`src/rtl/scl_gen_pkg.sv`:
```
package scl_gen_pkg;

    localparam int CDF_MAX_W = 3;
    localparam int STEP_W    = 6;
    localparam int COMP_W    = 4;
    localparam int BASE_CYC  = 20;
    localparam int STEP_MUL  = 8;
    localparam int MAX_PER   = BASE_CYC + STEP_MUL * ((1 << STEP_W) - 1) + (1 << COMP_W) - 1;
    localparam int PER_W     = $clog2(MAX_PER + 1);

    typedef struct packed {
        logic [CDF_MAX_W-1:0] pre;
        logic [STEP_W-1:0]    step;
        logic [COMP_W-1:0]    comp;
    } div_cfg_t;

    typedef struct packed {
        logic [PER_W-1:0] period;
        logic [PER_W-1:0] low;
        logic [PER_W-1:0] chg;
        logic [PER_W-1:0] smp;
    } phase_pts_t;

    function automatic phase_pts_t calc_points(input div_cfg_t c);
        phase_pts_t r;
        logic [PER_W-1:0] high;
        r.period = PER_W'(BASE_CYC) + (PER_W'(c.step) << 3) + PER_W'(c.comp);
        high     = r.period >> 1;
        r.low    = r.period - high;
        r.chg    = r.low >> 1;
        r.smp    = r.low + (high >> 1);
        return r;
    endfunction

endpackage

```
`src/rtl/scl_div_cfg.sv`:
```
module scl_div_cfg
    import scl_gen_pkg::*;
#(
    parameter int CDF_W = 3
) (
    input  logic                      clk,
    input  logic                      rst,
    input  logic                      enable,
    input  logic                      cfg_we,
    input  logic [CDF_W+STEP_W-1:0]   cfg_data,
    input  logic [COMP_W-1:0]         comp_in,
    input  logic                      boundary,
    output div_cfg_t                  act,
    output logic                      running
);
    localparam int WORD_W = CDF_W + STEP_W;

    logic [WORD_W-1:0]    word_q;
    logic                 word_valid;
    logic [WORD_W-1:0]    src;
    logic [CDF_MAX_W-1:0] pre_ext;
    div_cfg_t             next_cfg;

    assign src = cfg_we ? cfg_data : word_q;

    generate
        if (CDF_W < CDF_MAX_W) begin : g_narrow
            assign pre_ext = {{(CDF_MAX_W-CDF_W){1'b0}}, src[CDF_W-1:0]};
        end else begin : g_full
            assign pre_ext = src[CDF_MAX_W-1:0];
        end
    endgenerate

    always_comb begin
        next_cfg.pre  = pre_ext;
        next_cfg.step = src[CDF_W +: STEP_W];
        next_cfg.comp = comp_in;
    end

    always_ff @(posedge clk) begin
        if (rst) begin
            word_q     <= '0;
            word_valid <= 1'b0;
            running    <= 1'b0;
            act        <= '0;
        end else begin
            if (cfg_we) begin
                word_q     <= cfg_data;
                word_valid <= 1'b1;
            end
            running <= enable && word_valid;
            if (!running || boundary)
                act <= next_cfg;
        end
    end

    AST_NEEDS_WORD: assert property (@(posedge clk) disable iff (rst)
        !word_valid |-> !running);
    AST_CFG_HOLD: assert property (@(posedge clk) disable iff (rst)
        (running && !boundary) |=> $stable(act));

endmodule

```
`src/rtl/scl_prescale.sv`:
```
module scl_prescale
    import scl_gen_pkg::*;
(
    input  logic                 clk,
    input  logic                 rst,
    input  logic                 running,
    input  logic [CDF_MAX_W-1:0] pre,
    output logic                 tick
);
    logic [CDF_MAX_W-1:0] cnt;

    assign tick = running && (cnt == pre);

    always_ff @(posedge clk) begin
        if (rst || !running)
            cnt <= '0;
        else if (tick)
            cnt <= '0;
        else
            cnt <= cnt + 1'b1;
    end

    AST_PRE_BOUND: assert property (@(posedge clk) disable iff (rst)
        running |-> (cnt <= pre));
    AST_PRE_RESTART: assert property (@(posedge clk) disable iff (rst)
        tick |=> (cnt == '0));

endmodule

```
`src/rtl/scl_phase.sv`:
```
module scl_phase
    import scl_gen_pkg::*;
(
    input  logic     clk,
    input  logic     rst,
    input  logic     enable,
    input  logic     running,
    input  logic     tick,
    input  div_cfg_t act,
    output logic     boundary,
    output logic     fall_o,
    output logic     chg_o,
    output logic     rise_o,
    output logic     smp_o
);
    phase_pts_t       pts;
    logic [PER_W-1:0] pos;
    logic             last;

    assign pts      = calc_points(act);
    assign last     = (pos == pts.period - 1'b1);
    assign boundary = tick && last;

    always_ff @(posedge clk) begin
        if (rst || !running)
            pos <= '0;
        else if (tick)
            pos <= last ? '0 : pos + 1'b1;
    end

    always_ff @(posedge clk) begin
        if (rst || !enable) begin
            fall_o <= 1'b0;
            chg_o  <= 1'b0;
            rise_o <= 1'b0;
            smp_o  <= 1'b0;
        end else begin
            fall_o <= tick && (pos == '0);
            chg_o  <= tick && (pos == pts.chg);
            rise_o <= tick && (pos == pts.low);
            smp_o  <= tick && (pos == pts.smp);
        end
    end

    AST_POS_RANGE: assert property (@(posedge clk) disable iff (rst)
        running |-> (pos < pts.period));
    AST_ONE_EVENT: assert property (@(posedge clk) disable iff (rst)
        $onehot0({fall_o, chg_o, rise_o, smp_o}));

endmodule

```
`src/rtl/scl_rate_gen.sv`:
```
module scl_rate_gen
    import scl_gen_pkg::*;
#(
    parameter int CDF_W = 3
) (
    input  logic                    clk,
    input  logic                    rst,
    input  logic                    enable,
    input  logic                    cfg_we,
    input  logic [CDF_W+STEP_W-1:0] cfg_data,
    input  logic [COMP_W-1:0]       comp_cycles,
    output logic                    scl_fall,
    output logic                    sda_change,
    output logic                    scl_rise,
    output logic                    sda_sample
);
    div_cfg_t act;
    logic     running;
    logic     tick;
    logic     boundary;

    scl_div_cfg #(.CDF_W(CDF_W)) u_cfg (
        .clk      (clk),
        .rst      (rst),
        .enable   (enable),
        .cfg_we   (cfg_we),
        .cfg_data (cfg_data),
        .comp_in  (comp_cycles),
        .boundary (boundary),
        .act      (act),
        .running  (running)
    );

    scl_prescale u_pre (
        .clk     (clk),
        .rst     (rst),
        .running (running),
        .pre     (act.pre),
        .tick    (tick)
    );

    scl_phase u_phase (
        .clk      (clk),
        .rst      (rst),
        .enable   (enable),
        .running  (running),
        .tick     (tick),
        .act      (act),
        .boundary (boundary),
        .fall_o   (scl_fall),
        .chg_o    (sda_change),
        .rise_o   (scl_rise),
        .smp_o    (sda_sample)
    );

    AST_IDLE_SILENT: assert property (@(posedge clk) disable iff (rst)
        !enable |=> !(scl_fall || sda_change || scl_rise || sda_sample));

endmodule

```
`config.mk`:
```
export PLATFORM = sky130hd
export DESIGN_NAME = scl_rate_gen
export DESIGN_NICKNAME = d
export VERILOG_FILES = /design/src/rtl/scl_gen_pkg.sv /design/src/rtl/scl_div_cfg.sv /design/src/rtl/scl_prescale.sv /design/src/rtl/scl_phase.sv /design/src/rtl/scl_rate_gen.sv
export SDC_FILE = /design/constraint.sdc
export NUM_CORES = 1
export LEC_CHECK = 0
export BUFFER_PORTS_ARGS = -buffer_cell sky130_fd_sc_hd__buf_4
export CORE_MARGIN = 2
export CORE_UTILIZATION = 55
export CTS_BUF_LIST = sky130_fd_sc_hd__clkbuf_4
export DETAILED_ROUTE_END_ITERATION = 10
export GPL_TIMING_DRIVEN = 1
export PLACE_DENSITY = 0.73
export REMOVE_ABC_BUFFERS = 1
export SETUP_SLACK_MARGIN = 0.05
export SKIP_CTS_REPAIR_TIMING = 1
export SYNTH_ARGS = -nofsm -noshare
export SYNTH_HDL_FRONTEND = slang
export SYNTH_SLANG_ARGS = --single-unit
```
`constraint.sdc`:
```
create_clock -name clk -period 9.4 [get_ports clk]
set_input_delay 0.47 -clock clk [delete_from_list [all_inputs] [get_ports clk]]
set_output_delay 0.47 -clock clk [all_outputs]
set_load 0.1 [all_outputs]
```
After elaboration in Yosys (flattened, before gate mapping)
Index checks and enable logic that the tools add are counted.

word-level totals
  bits in registers = 41
  latch bits = 0
  RAM bits = 0
  ROM bits = 0
  input port bits = 17
  output and inout port bits = 4
  logic and storage cells = 40
  memories kept = 0

operators by class
  add/sub/neg operators = 7
  $mul = 0
  div/mod/pow operators = 0
  magnitude comparators = 0
  eq/ne operators = 5
  shift operators = 0
  mux-type cells = 2
  bitwise operators = 0
  reductions and logical operators = 14

operator list
  cell                                                 count
  == test 10 bit                                       3
  adder 10 x 1 -> 10 bit (second input constant)       1
  adder 10 x 4 -> 10 bit                               1
  adder 10 x 8 -> 10 bit                               1
  adder 5 x 9 -> 10 bit (first input constant)         1
  == test 10 x 9 -> 1 bit                              1
  zero test 10 bit                                     1
  2-to-1 mux 10 bit                                    1
  subtractor 10 x 1 -> 10 bit (second input constant)  1
  subtractor 10 x 9 -> 10 bit                          1
  2-to-1 mux 9 bit                                     1
  logical AND 1 bit                                    7
  adder 3 x 1 -> 3 bit (second input constant)         1
  == test 3 bit                                        1
  logical OR 1 bit                                     3
  zero test 1 bit                                      2
  OR reduction 2 bit                                   1

Logic depth before layout (Yosys ltp)
Gate-level depths: netlist of the first run.

  depth after elaboration = 6
  gate-level depth with buffers = 19
  gate-level depth less buffers = 19

Modules after synthesis
From an unflattened synthesis of the first run, not the netlist that was laid out.

unflattened totals
  cell total of the unflattened synthesis = 417
  area total of the unflattened synthesis = 3585.9 um2

modules (own cells, without submodules)
  module        times used  cells an instance  area an instance (um2)  sequential area each (um2)
  scl_phase     1           324                2591.2                  280.3
  scl_div_cfg   1           78                 832.0                   480.5
  scl_prescale  1           15                 162.7                   60.1

Least setup slack after synthesis of the first run
Ideal clock, no wire load.

  path kind = flip-flop to flip-flop
  start point = reg u_cfg.act[3] (netlist name)
  end point = reg u_phase.smp_o
  library setup time = 0.070 ns
  arrival time = 3.887 ns
  required time = 9.330 ns
  slack = 5.443 ns
  stages on the path, launching flop included = 18
  path buffers = 0
  period minus slack after synthesis = 3.957 ns
  cell sequence = dfxtp_1 -> ha_1 -> a211oi_4 -> xor2_2 -> ha_1 -> nand3_1 -> o211ai_1 -> a211oi_1 -> nor2_1 -> xor2_1 -> ha_1 -> or3_1 -> o22a_1 -> a21oi_1 -> xnor2_1 -> xnor2_1 -> nand3_1 -> a21oi_1

on the way
  cells in the longest elaborated chain, start to end = 5

RTL lines
  item                         RTL line           RTL
  adder 10 x 4 -> 10 bit *     scl_gen_pkg.sv:27  r.period = PER_W'(BASE_CYC) + (PER_W'(c.step) << 3) + PER_W'(c.comp);
  subtractor 10 x 9 -> 10 bit  scl_gen_pkg.sv:29  r.low = r.period - high;
  adder 10 x 8 -> 10 bit *     scl_gen_pkg.sv:31  r.smp = r.low + (high >> 1);
  == test 10 bit *             scl_phase.sv:41    smp_o <= tick && (pos == pts.smp);
  logical AND 1 bit *          scl_phase.sv:41
  end signal, assigned         scl_phase.sv:41
  end, declared                scl_phase.sv:14    output logic smp_o

Every way passes the cells marked *; elsewhere a longest branch is shown, timed or not.
A chain may end at the register's enable or synchronous reset.

Worst setup path after layout of the first run
  start point = reg u_cfg.act[2] (netlist name)
  end point = reg u_phase.smp_o

on the way
  cells in the longest elaborated chain, start to end = 5

RTL lines
  item                         RTL line
  adder 10 x 4 -> 10 bit *     scl_gen_pkg.sv:27
  subtractor 10 x 9 -> 10 bit  scl_gen_pkg.sv:29
  adder 10 x 8 -> 10 bit *     scl_gen_pkg.sv:31
  == test 10 bit *             scl_phase.sv:41
  logical AND 1 bit *          scl_phase.sv:41

Marked as above.

==> results of run 1 <==
## power by group through the flow
stage               clock network [mW]  registers, mW  logic [mW]
floorplan                            0          0.189       0.220
global placement                     0          0.190       0.264
detailed placement                   0          0.190       0.268
CTS                              0.115          0.187       0.270
global route                     0.123          0.188       0.299
finish                           0.113          0.186       0.270
## area by class of cell
| cell class | count | area [um2] |
|---|---|---|
| Fill cell | 547 | 2310 |
| Inverter | 19 | 71.3 |
| Clock buffer | 5 | 37.5 |
| Clock inverter | 2 | 35.0 |
| Timing Repair Buffer | 21 | 158 |
| Tap cell | 75 | 93.8 |
| Multi-Input combinational cell | 311 | 2360 |
| Sequential cell | 41 | 821 |
## critical path, stage by stage (launching register included)
cell                       delay (ns)
sky130_fd_sc_hd__dfxtp_1         0.49
sky130_fd_sc_hd__fa_1            0.54
sky130_fd_sc_hd__xnor2_1         0.42
sky130_fd_sc_hd__inv_1           0.18
sky130_fd_sc_hd__ha_1            0.37
sky130_fd_sc_hd__nand3_1         0.10
sky130_fd_sc_hd__o211ai_1        0.11
sky130_fd_sc_hd__a21oi_1         0.32
sky130_fd_sc_hd__ha_1            0.35
sky130_fd_sc_hd__and3_1          0.20
sky130_fd_sc_hd__a221o_1         0.33
sky130_fd_sc_hd__o22a_1          0.24
sky130_fd_sc_hd__a21oi_1         0.18
sky130_fd_sc_hd__xnor2_1         0.15
sky130_fd_sc_hd__xnor2_1         0.13
sky130_fd_sc_hd__nand3_1         0.08
sky130_fd_sc_hd__a21oi_1         0.12
## layout by cell type, fill, tap and decap left out, types with 9 or more instances in the layout
cell	synthesis	routed
sky130_fd_sc_hd__xnor2_1	47	47
sky130_fd_sc_hd__dfxtp_1	41	41
sky130_fd_sc_hd__nor2_1	35	35
sky130_fd_sc_hd__nand2_1	29	29
sky130_fd_sc_hd__ha_1	29	29
sky130_fd_sc_hd__buf_4	1	21
sky130_fd_sc_hd__xor2_1	19	19
sky130_fd_sc_hd__inv_1	18	18
sky130_fd_sc_hd__mux2i_1	14	14
sky130_fd_sc_hd__a21oi_1	12	12
sky130_fd_sc_hd__nor3_1	11	11
sky130_fd_sc_hd__o21ai_0	10	10
sky130_fd_sc_hd__nand2b_1	10	10
sky130_fd_sc_hd__nand3_1	9	9
## registers in the layout, indices dropped and copies added (netlist names)
register          flops
u_pre.cnt             3
u_cfg.word_q          9
u_phase.chg_o         1
u_phase.smp_o         1
u_cfg.word_valid      1
u_phase.rise_o        1
u_cfg.running         1
u_phase.fall_o        1
u_cfg.act            13
u_phase.pos          10
## cells by family after synthesis
logic type / share of synthesized area (%)
simple gates: 21.1
flops: 24.8
compound gates: 12.9
buf+inv: 4.49
mux: 4.23
fa+ha+maj: 12.8
xor+xnor: 19.8
## worst min-delay path by stage
stage | from | end | slack [ns]
final | comp_cycles[3] | u_cfg.act[3] | 0.34
after detailed placement | u_cfg.word_valid | u_cfg.word_valid | 0.46
after global placement | u_cfg.word_valid | u_cfg.word_valid | 0.45
after CTS | comp_cycles[3] | u_cfg.act[3] | 0.34
after global routing | comp_cycles[3] | u_cfg.act[3] | 0.34
after floorplan | u_pre.cnt[0] | u_pre.cnt[0] | 0.43
## metal layers
layer | vias to the layer above | GRT usage [%] | routed length (um)
li1 | 1362 | - | -
met1 | 1221 | 30.6 | 3340
met2 | 56 | 35.3 | 3070
met3 | 12 | 3.63 | 278
met4 | 0 | 8.00 | 129
met5 | - | 0 | 0
## stage by stage
| step | cell area, um2 | total power, mW |
|---|---|---|
| after floorplan | 3240 | 0.409 |
| after global placement | 3500 | 0.454 |
| after detailed placement | 3500 | 0.459 |
| after CTS | 3570 | 0.572 |
| after global routing | 3570 | 0.609 |
| final | 3570 | 0.570 |
==> impl_metrics.toml, run 1 <==
[timing]
period_needed_ns = 4.39
fin_skew_ns = 0.0234
hold_ws_ns = 0.337
fmaxAchievable_ghz = 0.228
slew_viol_final = 0
final.setup.worst_slack_ns = 5.01
worst_pin_slew_ns = 0.622
final_min_period_over_clock_period_pct = 46.7
tns_setup_ns = 0
slew_headroom_pct = 58.2
finalSetupViolCount = 0
grt_setup_unrepaired = "no"
report.final.hold_viol_count = 0

[synthesis]
synth_top_area_cell = "sky130_fd_sc_hd__dfxtp_1"
synthArstFlopShare_pct = 0
yosys_most_used_dff = "sky130_fd_sc_hd__dfxtp_1"
leading_cell_type_by_number_of_instances_after_synthesis = "sky130_fd_sc_hd__xnor2_1"
yosysWarnings = 0
yosys_register_bits = 41
synth_sequential_area_ratio_pct = 24.8
synth.top_cells.by_area = "sky130_fd_sc_hd__dfxtp_1, sky130_fd_sc_hd__xnor2_1, sky130_fd_sc_hd__ha_1, sky130_fd_sc_hd__xor2_1, sky130_fd_sc_hd__mux2i_1"
synth.cells.most_frequent = "sky130_fd_sc_hd__xnor2_1, sky130_fd_sc_hd__dfxtp_1, sky130_fd_sc_hd__nor2_1, sky130_fd_sc_hd__ha_1, sky130_fd_sc_hd__nand2_1"
synthDominantCellAreaShare_pct = 24.8
synth-edff-count = 0
post_synth_inst_count = 388
yosys.cell_types.count = 61
syn-mean-instance-area_um2 = 8.55
syn_area_um2 = 3320

[setup_path]
regToRegSetupSlack_ns = 5.01
worst_setup_path_endpoint = "u_phase.smp_o"
path_max_fanout = 12
worst_r2r_path_depth = 16
critical_path_arrival_ns = 4.69
worst_flop_to_flop_path_endpoint = "u_phase.smp_o"
type_of_element_capturing_the_critical_path = "flip-flop"
startpoint_type = "flip-flop"
regToRegStartpoint = "u_cfg.act[2]"
timing.critical_path.from = "u_cfg.act[2]"
crit_type = "flip-flop to flip-flop"
crit_required_ns = 9.70

[placement]
dpl.cell_count = 467
buffer_ports.inserted = 20
place.gp.congestion = 0.965
hpwlAfterDp_um = 5360
place_worst_setup_slack_ns = 5.03

[pwr]
power_report.internal_total_mw = 0.359
power_per_cell_area_nw_per_um2 = 160
power_switching_share_pct = 37.1
switching_power_mw = 0.211
power_frac_clock_pct = 19.9
p_leak_nw = 1.46
seq_power_share_pct = 32.7
vdd.ir_drop.worst_mv = 0.110
combinationalPowerShare_pct = 47.4

[global_routing]
grt-ovfl-total = 0
initial_antenna_violation_count = 0
grt_max_degree = 34
grt_pass1_wl_um = 11400
gr-usage-all-layers_pct = 22.3
first_global_vias = 2414

[die]
initial_core_utilization_pct = 56.3
die_height_um = 81.6
design.core.area_um2 = 5890
rows = 28
pin_count = 21
die-area_um2 = 6670
dieWidth_um = 81.6

[run]
cap_viol_max_count = 0

[finish]
diodes = 0
share_of_the_core_filled_with_cells_in_the_final_layout_pct = 60.7
instances_no_fill = 474
finalNetCount = 448
syn_to_final_growth_pct = 7.77
final_layout_size_suffix_gt1_share_pct = 10.0

[worst_hold_path]
timing.hold.worst.class = "input port to flip-flop"
hold_path_depth = 3

[detailed_routing]
first_iter_violations = 142
viasPerCell = 5.59
drt.antenna.violating_nets = 0
route.detailed.wl_per_inst_um = 14.4
drt_pass1_iterations = 4
postRouteWirelength_um = 6820
route.vias.total = 2651
post-route-drc-count = 0

[clock_network]
h-tree-depth = 2
cts_buffer_count = 5
cts_max_path_buffers = 2
tritoncts_num_sinks = 41
cts_root_buf = "sky130_fd_sc_hd__clkbuf_4"
worst_skew_pair.late_latency_ns = 0.36
path_clk_slew_ns = 0.13
tritoncts_clock_tree = "yes"

[run_status]
outcome = "finished, final reports clean"
Power figures use the tool's default switching activity.
==> inputs of run 2 (changes only) <==
Settings changed: PLACE_DENSITY 0.73 to 0.76.
Clock period 9.4 ns to 3.5 ns, I/O delays scaled along.
==> run 2 against run 1 <==
Against the previous run: total power increased to 3.3 times the previous value; fmax up 18%; first-iteration DRC count increased by 0.70%; the run now ends with negative setup slack left; critical path depth stayed put; largest cell class unchanged.
==> impl_metrics.toml, run 2 (synthesized netlist as in run 1, its figures left out) <==
[global_routing]
initial_antenna_violation_count = 0
grt_max_degree = 34
grt_pass1_wl_um = 12400
grt-ovfl-total = 0
first_global_vias = 2699
gr-usage-all-layers_pct = 24.1

[setup_path]
type_of_element_capturing_the_critical_path = "flip-flop"
regToRegSetupSlack_ns = -0.23
crit_required_ns = 3.82
startpoint_type = "flip-flop"
regToRegStartpoint = "u_cfg.act[3]"
worst_flop_to_flop_path_endpoint = "u_phase.smp_o"
path_max_fanout = 4
crit_type = "flip-flop to flip-flop"
critical_path_arrival_ns = 4.04
worst_r2r_path_depth = 16

[finish]
finalNetCount = 503
largest_register_ff_count = 13
final_layout_size_suffix_gt1_share_pct = 26.8
most-common-layout-cells = "sky130_fd_sc_hd__buf_4, sky130_fd_sc_hd__xnor2_1, sky130_fd_sc_hd__dfxtp_1, sky130_fd_sc_hd__nor2_1, sky130_fd_sc_hd__nand2_1"
most_common_cell_after_layout_fill_and_taps_aside = "sky130_fd_sc_hd__buf_4"
top_register = "u_cfg.act"
reg_top3 = "u_cfg.act x13, u_phase.pos x10, u_cfg.word_q x9"
syn_to_final_growth_pct = 27.9
final_cell_area_um2 = 4240
instances_no_fill = 530
share_of_the_core_filled_with_cells_in_the_final_layout_pct = 72.1
diodes = 0

[detailed_routing]
met2_length_um = 4240
post-route-drc-count = 0
first_iter_violations = 143
met3_wirelength_um = 274
route.detailed.wl_per_inst_um = 15.8
drt.antenna.violating_nets = 0
postRouteWirelength_um = 8370
route.vias.total = 2975
met1Wirelength_um = 3620
dr.max_layer_used = "met4"
drt_pass1_iterations = 4
viasPerCell = 5.61

[pwr]
vdd.ir_drop.worst_mv = 0.325
finalPower_mw = 1.86
power_per_cell_area_nw_per_um2 = 438
p_leak_nw = 1.76

[worst_hold_path]
timing.hold.worst.class = "input port to flip-flop"
hold_path_end = "u_cfg.act[1]"
timing.hold.worst.start = "comp_cycles[1]"
hold_path_depth = 3

[clock_network]
worst_skew_pair.late_latency_ns = 0.38
tritoncts_clock_tree = "yes"
cts_root_buf = "sky130_fd_sc_hd__clkbuf_4"
path_clk_slew_ns = 0.14
h-tree-depth = 2
cts_buffer_count = 5
cts_max_path_buffers = 2
tritoncts_num_sinks = 41

[die]
rows = 28
initial_core_utilization_pct = 56.3
pin_count = 21
design.core.area_um2 = 5890
dieWidth_um = 81.6
die-area_um2 = 6670
die_height_um = 81.6

[placement]
post_dp_cell_area_um2 = 3840
hpwlAfterDp_um = 5860
place.gp.congestion = 0.937
dpl.cell_count = 512
buffer_ports.inserted = 20
place_worst_setup_slack_ns = -0.301

[timing]
tns_setup_ns = -0.349
grt_setup_unrepaired = "yes"
worst_pin_slew_ns = 0.476
hold_ws_ns = 0.0268
fmaxAchievable_ghz = 0.268
finalSetupViolCount = 6
slew_headroom_pct = 67.4
report.final.hold_viol_count = 0
period_needed_ns = 3.73
final.setup.worst_slack_ns = -0.226
fin_skew_ns = 0.0160
slew_viol_final = 0
final_min_period_over_clock_period_pct = 106

[run_status]
violations = "negative setup slack"
outcome = "complete, but fails checks"

[run]
cap_viol_max_count = 0
[run 2: changes by cell type in the layout (fill, tap and decap cells not counted), moves of 3 or more]
cell                       delta
sky130_fd_sc_hd__buf_6       +11
sky130_fd_sc_hd__ha_4         +4
sky130_fd_sc_hd__a211oi_1     -3
sky130_fd_sc_hd__ha_1         -4
sky130_fd_sc_hd__buf_4       +44
sky130_fd_sc_hd__inv_2        +3
sky130_fd_sc_hd__inv_1        -3
[run 2: layout make-up]
class	count	area, um2
sequential	41	828
fill	424	1640
multi-input combinational	311	2550
clock inverter	3	43.8
clock buffer	5	37.5
tap	75	93.8
inverter	19	71.3
timing repair buffer	76	612
[run 2: how the worst max path moves through the flow]
stage,depth (start not counted),slack (ns),end,start
after floorplan,11,-0.90,u_cfg.act[0],u_cfg.act[2]
after global placement,17,-0.16,u_phase.smp_o,u_cfg.act[3]
after detailed placement,17,-0.30,u_phase.smp_o,u_cfg.act[2]
after CTS,17,-0.36,u_phase.smp_o,u_cfg.act[2]
after global routing,16,-0.39,u_phase.smp_o,u_cfg.act[3]
final,16,-0.23,u_phase.smp_o,u_cfg.act[3]
[run 2: worst max-delay path: stages, from the launching register on]
cell	delay [ns]
sky130_fd_sc_hd__dfxtp_4	0.39
sky130_fd_sc_hd__fa_2	0.44
sky130_fd_sc_hd__xnor2_4	0.23
sky130_fd_sc_hd__inv_2	0.09
sky130_fd_sc_hd__ha_4	0.29
sky130_fd_sc_hd__nand3b_1	0.10
sky130_fd_sc_hd__o211ai_1	0.29
sky130_fd_sc_hd__a21oi_2	0.08
sky130_fd_sc_hd__ha_1	0.34
sky130_fd_sc_hd__buf_6	0.13
sky130_fd_sc_hd__a221o_1	0.36
sky130_fd_sc_hd__o22a_1	0.24
sky130_fd_sc_hd__a21oi_2	0.15
sky130_fd_sc_hd__xnor2_1	0.14
sky130_fd_sc_hd__xnor2_1	0.13
sky130_fd_sc_hd__nand3_1	0.08
sky130_fd_sc_hd__a21oi_1	0.15
[run 2: layer usage]
| metal | vias to the layer above | global-route usage [%] |
|---|---|---|
| met5 | - | 0 |
| met4 | 0 | 10.2 |
| met3 | 19 | 3.30 |
| met2 | 64 | 40.1 |
| met1 | 1409 | 31.4 |
| li1 | 1483 | - |
[run 2: where the power goes]
| part | switching, mW | internal (mW) | leakage, nW | total (mW) |
|---|---|---|---|---|
| logic | 0.490 | 0.529 | 1.38 | 1.02 |
| registers | 0.0177 | 0.484 | 0.337 | 0.501 |
| clock network | 0.184 | 0.152 | 0.0456 | 0.336 |
